File: src/rtl/prime_impl_pkg.sv
package prime_impl_pkg;

  // Strobes from control to datapath
  typedef struct packed {
    logic load;   // clear tables and load the on-set
    logic merge;  // process the entry under the scan index
  } ctrlStrobes_t;

endpackage

File: src/rtl/pig_control.sv
module pig_control
  import prime_impl_pkg::*;
#(
  parameter int NUM_VARS = 4
) (
  input  logic                    clk,
  input  logic                    rstN,
  input  logic                    start,
  input  logic                    curPrime,
  input  logic                    outReady,
  output ctrlStrobes_t            strobes,
  output logic [2*NUM_VARS-1:0]   idx,
  output logic [$clog2(NUM_VARS+1)-1:0] pass,
  output logic                    done,
  output logic                    outValid
);
  localparam int KEY_W  = 2 * NUM_VARS;
  localparam int PASS_W = $clog2(NUM_VARS + 1);
  localparam logic [KEY_W-1:0]  KEY_LAST  = {KEY_W{1'b1}};
  localparam logic [PASS_W-1:0] PASS_LAST = PASS_W'(NUM_VARS - 1);

  typedef enum logic [1:0] {S_IDLE, S_MERGE, S_EMIT} state_t;
  state_t state;

  always_ff @(posedge clk or negedge rstN) begin
    if (!rstN) begin
      state <= S_IDLE;
      idx   <= '0;
      pass  <= '0;
      done  <= 1'b0;
    end else begin
      case (state)
        S_IDLE: begin
          if (start) begin
            state <= S_MERGE;
            idx   <= '0;
            pass  <= '0;
            done  <= 1'b0;
          end
        end
        S_MERGE: begin
          idx <= idx + 1'b1;
          if (idx == KEY_LAST) begin
            if (pass == PASS_LAST) begin
              state <= S_EMIT;
              done  <= 1'b1;
            end else begin
              pass <= pass + 1'b1;
            end
          end
        end
        S_EMIT: begin
          if (!curPrime || outReady) begin
            idx <= idx + 1'b1;
            if (idx == KEY_LAST) state <= S_IDLE;
          end
        end
        default: state <= S_IDLE;
      endcase
    end
  end

  always_comb begin
    strobes.load  = (state == S_IDLE) && start;
    strobes.merge = (state == S_MERGE);
    outValid      = (state == S_EMIT) && curPrime;
  end

  // a stalled beat stays offered with the same key
  p_hold_beat_r8: assert property (@(posedge clk) disable iff (!rstN)
    (outValid && !outReady) |=> (outValid && $stable(idx)));

  // streaming never falls straight back into merging
  p_start_ignored_r9: assert property (@(posedge clk) disable iff (!rstN)
    (state == S_EMIT) |=> (state != S_MERGE));

  // done is high whenever beats may be offered, low while merging
  p_done_in_emit_r10: assert property (@(posedge clk) disable iff (!rstN)
    (state == S_EMIT) |-> done);
  p_done_low_merge_r10: assert property (@(posedge clk) disable iff (!rstN)
    (state == S_MERGE) |-> !done);

endmodule

File: src/rtl/pig_datapath.sv
module pig_datapath
  import prime_impl_pkg::*;
#(
  parameter int NUM_VARS = 4
) (
  input  logic                          clk,
  input  logic                          rstN,
  input  ctrlStrobes_t                  strobes,
  input  logic [(1<<NUM_VARS)-1:0]      onSet,
  input  logic [2*NUM_VARS-1:0]         idx,
  input  logic [$clog2(NUM_VARS+1)-1:0] pass,
  output logic                          curPrime
);
  localparam int NUM_TERMS = 1 << NUM_VARS;
  localparam int KEY_W     = 2 * NUM_VARS;
  localparam int NUM_KEYS  = 1 << KEY_W;

  // Tables indexed by key = {mask, value}
  logic [NUM_KEYS-1:0] present;
  logic [NUM_KEYS-1:0] combined;

  logic [NUM_VARS-1:0] curValue, curMask;
  assign curValue = idx[NUM_VARS-1:0];
  assign curMask  = idx[KEY_W-1:NUM_VARS];

  logic inPass;
  assign inPass = strobes.merge && present[idx] &&
                  ($countones(curMask) == int'(pass));

  logic [KEY_W-1:0]    partnerKey [NUM_VARS];
  logic [KEY_W-1:0]    mergedKey  [NUM_VARS];
  logic [NUM_VARS-1:0] canMerge;

  for (genvar b = 0; b < NUM_VARS; b++) begin : g_bit
    localparam logic [NUM_VARS-1:0] BIT = NUM_VARS'(1) << b;
    assign partnerKey[b] = {curMask, curValue | BIT};
    assign mergedKey[b]  = {curMask | BIT, curValue};
    assign canMerge[b]   = inPass && !curValue[b] && !curMask[b] &&
                           present[partnerKey[b]];
  end

  always_ff @(posedge clk or negedge rstN) begin
    if (!rstN) begin
      present  <= '0;
      combined <= '0;
    end else if (strobes.load) begin
      present  <= NUM_KEYS'(onSet);
      combined <= '0;
    end else begin
      for (int b = 0; b < NUM_VARS; b++) begin
        if (canMerge[b]) begin
          present[mergedKey[b]]   <= 1'b1;
          combined[idx]           <= 1'b1;
          combined[partnerKey[b]] <= 1'b1;
        end
      end
    end
  end

  assign curPrime = present[idx] && !combined[idx];

  // a stored implicant never has a literal set under its mask
  p_no_stray_value_r2: assert property (@(posedge clk) disable iff (!rstN)
    present[idx] |-> ((curValue & curMask) == '0));

  // a load places exactly the on-set in the single-minterm entries
  p_load_r2: assert property (@(posedge clk) disable iff (!rstN)
    strobes.load |=> (present[NUM_TERMS-1:0] == $past(onSet)) && (combined == '0));

endmodule

File: src/rtl/prime_impl_gen.sv
module prime_impl_gen
  import prime_impl_pkg::*;
#(
  parameter int NUM_VARS = 4
) (
  input  logic                       clk,
  input  logic                       rstN,
  input  logic                       start,
  input  logic [(1<<NUM_VARS)-1:0]   onSet,
  output logic                       done,
  output logic                       outValid,
  input  logic                       outReady,
  output logic [NUM_VARS-1:0]        outValue,
  output logic [NUM_VARS-1:0]        outMask
);
  localparam int KEY_W  = 2 * NUM_VARS;
  localparam int PASS_W = $clog2(NUM_VARS + 1);

  ctrlStrobes_t      strobes;
  logic [KEY_W-1:0]  idx;
  logic [PASS_W-1:0] pass;
  logic              curPrime;

  pig_control #(.NUM_VARS(NUM_VARS)) u_ctrl (
    .clk(clk), .rstN(rstN), .start(start), .curPrime(curPrime),
    .outReady(outReady), .strobes(strobes), .idx(idx), .pass(pass),
    .done(done), .outValid(outValid)
  );

  pig_datapath #(.NUM_VARS(NUM_VARS)) u_dp (
    .clk(clk), .rstN(rstN), .strobes(strobes), .onSet(onSet),
    .idx(idx), .pass(pass), .curPrime(curPrime)
  );

  assign outValue = idx[NUM_VARS-1:0];
  assign outMask  = idx[KEY_W-1:NUM_VARS];

endmodule

File: config.mk
export PLATFORM = sky130hd
export DESIGN_NAME = prime_impl_gen
export DESIGN_NICKNAME = d
export VERILOG_FILES = /design/src/rtl/prime_impl_pkg.sv /design/src/rtl/pig_control.sv /design/src/rtl/pig_datapath.sv /design/src/rtl/prime_impl_gen.sv
export SDC_FILE = /design/constraint.sdc
export NUM_CORES = 1
export LEC_CHECK = 0
export BUFFER_PORTS_ARGS = -buffer_cell sky130_fd_sc_hd__clkbuf_2
export CAP_MARGIN = 10
export CORE_UTILIZATION = 25
export CTS_CLUSTER_DIAMETER = 40
export DETAILED_ROUTE_END_ITERATION = 16
export HOLD_SLACK_MARGIN = 0.05
export PLACE_DENSITY = 0.41
export SKIP_CTS_REPAIR_TIMING = 1
export SLEW_MARGIN = 20
export SYNTH_ARGS = -nofsm -noshare
export SYNTH_HDL_FRONTEND = slang
export SYNTH_HIERARCHICAL = 1
export SYNTH_SLANG_ARGS = --single-unit
File: constraint.sdc
create_clock -name clk -period 4.9 [get_ports clk]
set_input_delay 0.98 -clock clk [delete_from_list [all_inputs] [get_ports clk]]
set_output_delay 0.98 -clock clk [all_outputs]
set_load 0.02 [all_outputs]
**Word level (Yosys, flattened, before mapping)**

Index checks and enable logic that the tools add are counted.

- Output and inout port bits: 10
- Flip-flop bits (word level): 526
- Input bits: 20
- Word-level logic and storage cells: 159

- $add $sub $neg: 5
- Multiplexer cells: 63
- Reductions and logical operators: 44
- Magnitude comparators: 18
- Eq/ne operators: 11
- Bitwise gates (word level): 12

Operator list:

| operator | count |
|---|---|
| 2-to-1 mux 256 bit | 16 |
| OR 256 bit | 12 |
| < comparator 8 x 9 -> 1 bit (second input constant) | 9 |
| >= comparator 8 x 1 -> 1 bit (second input constant) | 9 |
| demux 1 bit (select 7 bit) | 8 |
| adder 32 bit | 1 |
| == test 32 x 4 -> 1 bit | 1 |
| binary-select mux 1 bit (select 7 bit) | 4 |
| logical AND 1 bit | 26 |
| one-hot mux 8 bit (3 select lines) | 1 |
| 2-to-1 mux 1 bit | 18 |
| binary-select mux 1 bit (select 8 bit) | 2 |
| 2-to-1 mux 8 bit | 2 |
| zero test 1 bit | 10 |
| 2-to-1 mux 2 bit | 5 |
| 2-to-1 mux 3 bit | 3 |
| adder 8 x 1 -> 8 bit (second input constant) | 1 |
| demux 1 bit (select 8 bit) | 1 |
| == test 8 bit (second input constant) | 1 |
| inequality test 2 bit (second input constant) | 4 |
| AND reduction 4 bit | 2 |
| one-hot mux 2 bit (3 select lines) | 1 |
| one-hot mux 3 bit (2 select lines) | 1 |
| AND reduction 5 bit | 1 |
| 12 further kinds | 14 |

**Logic depth before layout (Yosys ltp)**

Gate-level depths: netlist of run 1.

- Word-level depth: 21
- Mapped depth: 19
- Gate-level depth less buffers: 13

**Hierarchy**

The synthesis of run 1 kept the hierarchy.

Modules (own cells, without submodules):

| module | cells each | instances | seq. area each (um^2) | area each (um^2) |
|---|---|---|---|---|
| pig_datapath | 2381 | 1 | 12812.3 | 26829.5 |
| pig_control | 110 | 1 | 350.3 | 974.7 |

**Worst setup path after synthesis of run 1**

OpenSTA, ideal clock, no wires.

- Path kind: register to output
- Start point: reg u_ctrl.idx[0]
- End point: out outValid
- Path slack: 0.079 ns
- Cell stages (with the launch flop): 13
- Required time: 3.920 ns
- Path buffers: 5
- Arrival: 3.841 ns
- Path through: dfrtp_1 > buf_4 > buf_4 > buf_2 > buf_2 > buf_2 > mux4_2 > mux4_2 > mux4_2 > o22a_1 > a221oi_1 > nand2_1 > inv_1

- Longest elaborated chain between the ends: 5
- Elaborated cells on any way between the ends: 7
- Classes of those cells: mux: 4; reduce/logical: 3

RTL lines:

| element | RTL line | text |
|---|---|---|
| start: declaration | pig_control.sv:12 | `output logic [2*NUM_VARS-1:0] idx,` |
| start signal: assignment | pig_control.sv:42 | `idx <= idx + 1'b1;` |
| start signal: assignment | pig_control.sv:54 | `idx <= idx + 1'b1;` |
| binary-select mux 1 bit (select 8 bit) | pig_datapath.sv:60 | `assign curPrime = present[idx] && !combined[idx];` |
| 2-to-1 mux 1 bit (not written as such) | pig_datapath.sv:60 |  |
| zero test 1 bit | pig_datapath.sv:60 |  |
| logical AND 1 bit * | pig_datapath.sv:60 |  |
| named net curPrime | prime_impl_gen.sv:22 | `logic curPrime;` |
| logical AND 1 bit * | pig_control.sv:66 | `outValid = (state == S_EMIT) && curPrime;` |
| end: declaration | prime_impl_gen.sv:11 | `output logic outValid,` |

Mark *: on every way through the listed nets, which the timed path passes. The rest lies on a longest branch. The select of a mux whose other input is x is not followed.

**Worst setup path in the final report of run 1**

Ends and elaborated chain as after synthesis.

==> flow_summary.yaml, run 1 <==
die:
  die_y_um: 335
  initial_core_util_pct: 25.4
  ios: 30
  num_rows: 121
  dieArea_sq_um: 113000
  die_x_um: 335
  core_area_sq_um: 110000
power_and_ir_drop:
  powerDensity_nw_per_um2: 354
  total_power_mw: 12.1
  power.leakage_nw: 12.6
  peakVddDrop_mv: 0.274
timing:
  slew_headroom_pct: 22.4
  max_freq_mhz: 196
  fin_ws_ps: -206
  clock_skew_ps: 53.4
  rsz0062_at_grt: "true"
  finalCriticalPeriod_ps: 5110
  period_share_pct: 104
  hold_violations: 0
  worst_pin_slew_ps: 1160
  finalSetupViolations: 1
  maxSlewViolCount: 0
logic_synthesis:
  syn_avg_cell_area_sq_um: 11.2
  synthTopCellsByCount: "dfrtp_1, nor2_1, a21oi_1, mux4_2, nand2_1"
  ys_dominant_reg_cell: "dfrtp_1"
  ys_warn_count: 6
  syn-instance-count: 2491
  yosys_register_bits: 526
  synthArstFlopShare_pct: 100
  synth_mux_area_share_pct: 17.5
  seq_area_frac_synth_pct: 47.3
  synth.top_cell.area_share_pct: 47.3
  yosys.area_share.simple_pct: 12.5
  synth_fa_ha_area_share_pct: 0.657
  synthesis.area_sq_um: 27800
  synth_top_family_by_area: "multiplexers"
  synth_most_common_cell: "dfrtp_1"
  syn_nets: 2525
  ys_types: 108
  synth_largest_area_cell: "dfrtp_1"
  netlist_top_cells_area: "dfrtp_1, mux4_2, nor2_1, o2bb2ai_1, a21oi_1"
  synth_xor_xnor_area_share_pct: 0.0945
  synth_edf_count: 0
  synth_compound_area_share_pct: 17.3
routing:
  drc: 0
  wl_mm: 108
  post_drt_wl_per_cell_um: 26.3
  vias_per_cell: 5.41
  vias: 22300
  drtIter0Drc: 2153
  ant_nets: 0
  drt_pass1_iterations: 6
global_route:
  grt_max_degree: 180
  grt_overflow: 0
  antenna_found_initial: 0
  grt_usage_pct: 19.1
  grt_pass1_wl_mm: 160
  grt_pass1_vias: 22600
min_path:
  hp-class: "input pin to async pin"
place:
  dp.cells: 3906
  portBuffers: 29
  placed_area_sq_um: 30000
  gp_congestion: 0.893
  hpwl_mm: 69.2
worst_setup_path:
  path_class: "flop to output pin"
  slowest_delay_ps: 540
  crit_top_cell: "mux4_2"
  end_kind: "output pin"
  critPathRequiredTime_ps: 3920
  cp_data_arrival_time_ps: 4130
  worstPathMaxFanout: 10
  start_kind: "flop"
  crit_path_cell_trace: "buf_4 -> buf_16 -> mux4_2 -> mux4_2 -> mux4_2 -> o22a_4 -> a221oi_4 -> buf_6 -> nand2_4 -> inv_2 -> buf_6"
  cp_slowest_cell: "mux4_2"
status:
  violations: "negative setup slack"
  status: "finished, violations left"
clock_network:
  cts_max_level: 3
  cts_tree: "built"
  clockBufferDepth: 3
  cts_made_buffers: 104
  clkLatencyLatePin_ps: 710
  cts_root_buffer: "clkbuf_16"
  cts.sinks: 526
  clk_pin_slew_ps: 50
final_layout:
  drive_above_1_share_pct: 24.3
  area_delta_synth_final_pct: 22.6
  nets: 2585
  final_cell_area_sq_um: 34100
  layout.cells.non_filler: 4114
  num_antenna_cells: 0
run:
  maxCapViolCount: 0
## placed cells by master (no fill, tap or decap), types with 78 or more instances in the layout
cell type,netlist,final
nand2_1,145,144
buf_4,17,108
dfrtp_1,526,520
a31oi_1,90,90
o2bb2ai_1,109,109
mux4_2,160,160
nor2_1,325,318
mux2i_1,82,78
a21oi_1,190,190
clkbuf_16,0,108
## kinds of logic after synthesis
logic type,after synthesis
simple gates,743
buf+inv,255
flops,526
fa+ha+maj,14
xor+xnor,3
mux,282
compound gates,668
## flip-flops by register name (all words and copies together) (netlist names)
signal,cells
u_dp/present,256
u_ctrl/idx,8
u_ctrl/state,2
u_ctrl/pass,3
u_ctrl/done,1
u_dp/combined,256
## critical path, delay by kind of cell (launching register included)
kind,cells,cell delay (ps)
mux,3,1600
compound gates,2,670
buf+inv,5,630
flops,1,450
simple gates,1,40
## power breakdown
part           leakage (nW)  switching [mW]  internal (mW)  total (mW)
clock network          1.82            2.57           5.03        7.59
registers              5.91               0           4.35        4.35
logic                  4.90          0.0924         0.0165       0.109
## through the flow
stage	hold WS [ps]	util [%]	setup slack [ps]	setup TNS, ps
final	373	31.1	-206	-206
after CTS	375	30.8	-893	-893
after global routing	408	31.1	-272	-272
after global placement	458	27.4	-130	-130
after floorplan	443	-	78.5	0
after detailed placement	466	27.4	-121	-121
## path summary, 6_finish.rpt
| check | start | to | slack (ps) | depth (start not counted) |
|---|---|---|---|---|
| worst max-delay path | u_ctrl/idx[0] | outValid | -210 | 11 |
| worst min-delay path | rstN | u_dp/present[214] | 370 | 1 |
| worst max register to register | u_ctrl/idx[0] | u_dp/present[250] | 150 | 16 |
| worst min register to register | u_dp/present[244] | u_dp/present[244] | 480 | 2 |
| max in group asynchronous | rstN | u_dp/combined[49] | 3350 | 2 |
| min in group clk | u_dp/present[244] | u_dp/present[244] | 480 | 2 |
## area by class of cell
type,instances,area [sq um]
Fill cell,11200,75500
Multi-Input combinational cell,1710,13500
Sequential cell,526,13200
Clock buffer,136,2890
Tap cell,1476,1850
Timing Repair Buffer,170,1640
Clock inverter,57,877
Inverter,39,159
## per-layer routing
| metal | vias up | global-route usage (%) | wire, um |
|---|---|---|---|
| li1 | 9460 | - | - |
| met1 | 11600 | 25.9 | 46600 |
| met2 | 922 | 30.2 | 50600 |
| met3 | 245 | 3.34 | 7120 |
| met4 | 0 | 7.34 | 3930 |
| met5 | - | 0 | 0 |
(Power assumes the default switching activity.)
==> run 2, diff against run 1 <==
PLACE_DENSITY = 0.46   (was 0.41)
==> run 2 against run 1 <==
The flow still finishes with violations (negative setup slack). Sequential power about the same. Register-to-register slack about the same. Non-clock buffer count up 17. Routed wire length down 3.5%. Power down 1.9%. Final cell count up 0.32%. Critical path type unchanged. Largest cell class unchanged. Largest power group unchanged.
==> flow_summary.yaml, run 2 (synthesized netlist as in run 1, its figures left out) <==
status:
  status: "finished, violations left"
  violations: "negative setup slack"
clock_network:
  cts_root_buffer: "clkbuf_16"
  cts.sinks: 526
  clk_pin_slew_ps: 50
  clockBufferDepth: 3
  clkLatencyLatePin_ps: 690
  cts_max_level: 3
  cts_made_buffers: 101
  cts_tree: "built"
timing:
  rsz0062_at_grt: "true"
  slew_headroom_pct: 21.2
  hold_violations: 0
  finalSetupViolations: 1
  clock_skew_ps: 44.5
  max_freq_mhz: 199
  fin_ws_ps: -132
  finalCriticalPeriod_ps: 5030
  period_share_pct: 103
  worst_pin_slew_ps: 1180
  maxSlewViolCount: 0
die:
  core_area_sq_um: 110000
  die_y_um: 335
  die_x_um: 335
  dieArea_sq_um: 113000
  ios: 30
  num_rows: 121
  initial_core_util_pct: 25.4
final_layout:
  final_cell_mix: "dfrtp_1, nor2_1, a21oi_1"
  drive_above_1_share_pct: 24.7
  nets: 2599
  fillers: 11200
  top_regs: "u_dp/combined: 256 flops, u_dp/present: 256 flops, u_ctrl/idx: 8 flops"
  area_delta_synth_final_pct: 22.0
  mostFrequentLayoutCell: "dfrtp_1"
  num_antenna_cells: 0
  fin_util_pct: 30.9
global_route:
  antenna_found_initial: 0
  grt_usage_pct: 18.5
  grt_max_degree: 90
  grt_overflow: 0
  grt_pass1_wl_mm: 158
  grt_pass1_vias: 22900
place:
  portBuffers: 29
  pre_cts_ws_ps: -76.0
  hpwl_mm: 68.8
  gp_congestion: 0.926
worst_setup_path:
  path_class: "flop to output pin"
  r2r_slack_ps: 150
  end_kind: "output pin"
  crit_path_cell_trace: "buf_6 -> buf_12 -> mux4_2 -> mux4_2 -> mux4_2 -> o22a_1 -> a221oi_4 -> nand2_1 -> inv_2 -> buf_6"
  crit_top_cell: "mux4_2"
  worstPathMaxFanout: 8
  cp_data_arrival_time_ps: 4050
  slowest_delay_ps: 530
  cp_slowest_cell: "mux4_2"
  reg2reg_depth: 16
  start_kind: "flop"
  r2r-end: "u_dp/combined[4]"
  critPathRequiredTime_ps: 3920
  r2r_start: "u_ctrl/idx[0]"
routing:
  vias: 22500
  drt_pass1_iterations: 6
  vias_per_cell: 5.46
  ant_nets: 0
  drtIter0Drc: 2299
  post_drt_wl_per_cell_um: 25.3
  wl_mm: 104
  drc: 0
run:
  maxCapViolCount: 0
power_and_ir_drop:
  peakVddDrop_mv: 0.244
  total_power_mw: 11.8
  powerDensity_nw_per_um2: 349
  power.leakage_nw: 12.6
min_path:
  hp-class: "input pin to async pin"
[run 2: changes by cell type in the layout (fill, tap and decap cells not counted), sizes merged]
cell	change
inv	+4
clkinvlp	+4
clkinv	+9
buf	+20
clkbuf	-24
[run 2: cell type report]
class,count,area [sq um],share of cell area [%]
clock buffers,115,2650,7.81
clock inverters,74,968,2.85
inverters,39,159,0.468
multi-input cells,1710,13400,39.6
flip-flops and latches,526,13200,38.9
well taps,1476,1850,5.44
repair buffers,187,1680,4.94
[run 2: power breakdown]
part | switching [mW] | internal, mW | leakage, nW
logic | 0.0915 | 0.0159 | 4.92
clock network | 2.59 | 4.78 | 1.74
registers | 0 | 4.35 | 5.91
[run 2: worst max path at each step]
stage | startpoint | slack [ps] | endpoint
after floorplan | u_ctrl/idx[0] | 80 | outValid
after global placement | u_ctrl/idx[0] | -140 | outValid
after detailed placement | u_ctrl/idx[0] | -80 | outValid
after CTS | u_ctrl/idx[0] | -820 | outValid
after global routing | u_ctrl/idx[0] | -220 | outValid
final | u_ctrl/idx[0] | -130 | outValid
[run 2: stage by stage]
step / std cells / TNS (ps) / cell area [sq um] / hold WS [ps]
after CTS: 4118 / -818 / 33800 / 362
after global placement: 3929 / -144 / 30200 / 461
after global routing: 4127 / -225 / 33900 / 407
after floorplan: 2491 / 0 / 27800 / 443
final: 4127 / -132 / 33900 / 364
after detailed placement: 3929 / -76.0 / 30200 / 470
[run 2: per-layer routing]
layer	vias up	GRT usage [%]	part of all wire (%)
met2	1069	29.0	46
li1	9481	-	-
met5	-	0	0
met4	0	8.29	4.6
met3	266	3.58	7.2
met1	11700	24.7	42
[run 2: worst max-delay path: cells and delay by family (launching register included)]
family	cells	cell delay, ps
simple gates	1	130
flops	1	490
compound gates	2	680
buf+inv	4	490
mux	3	1560
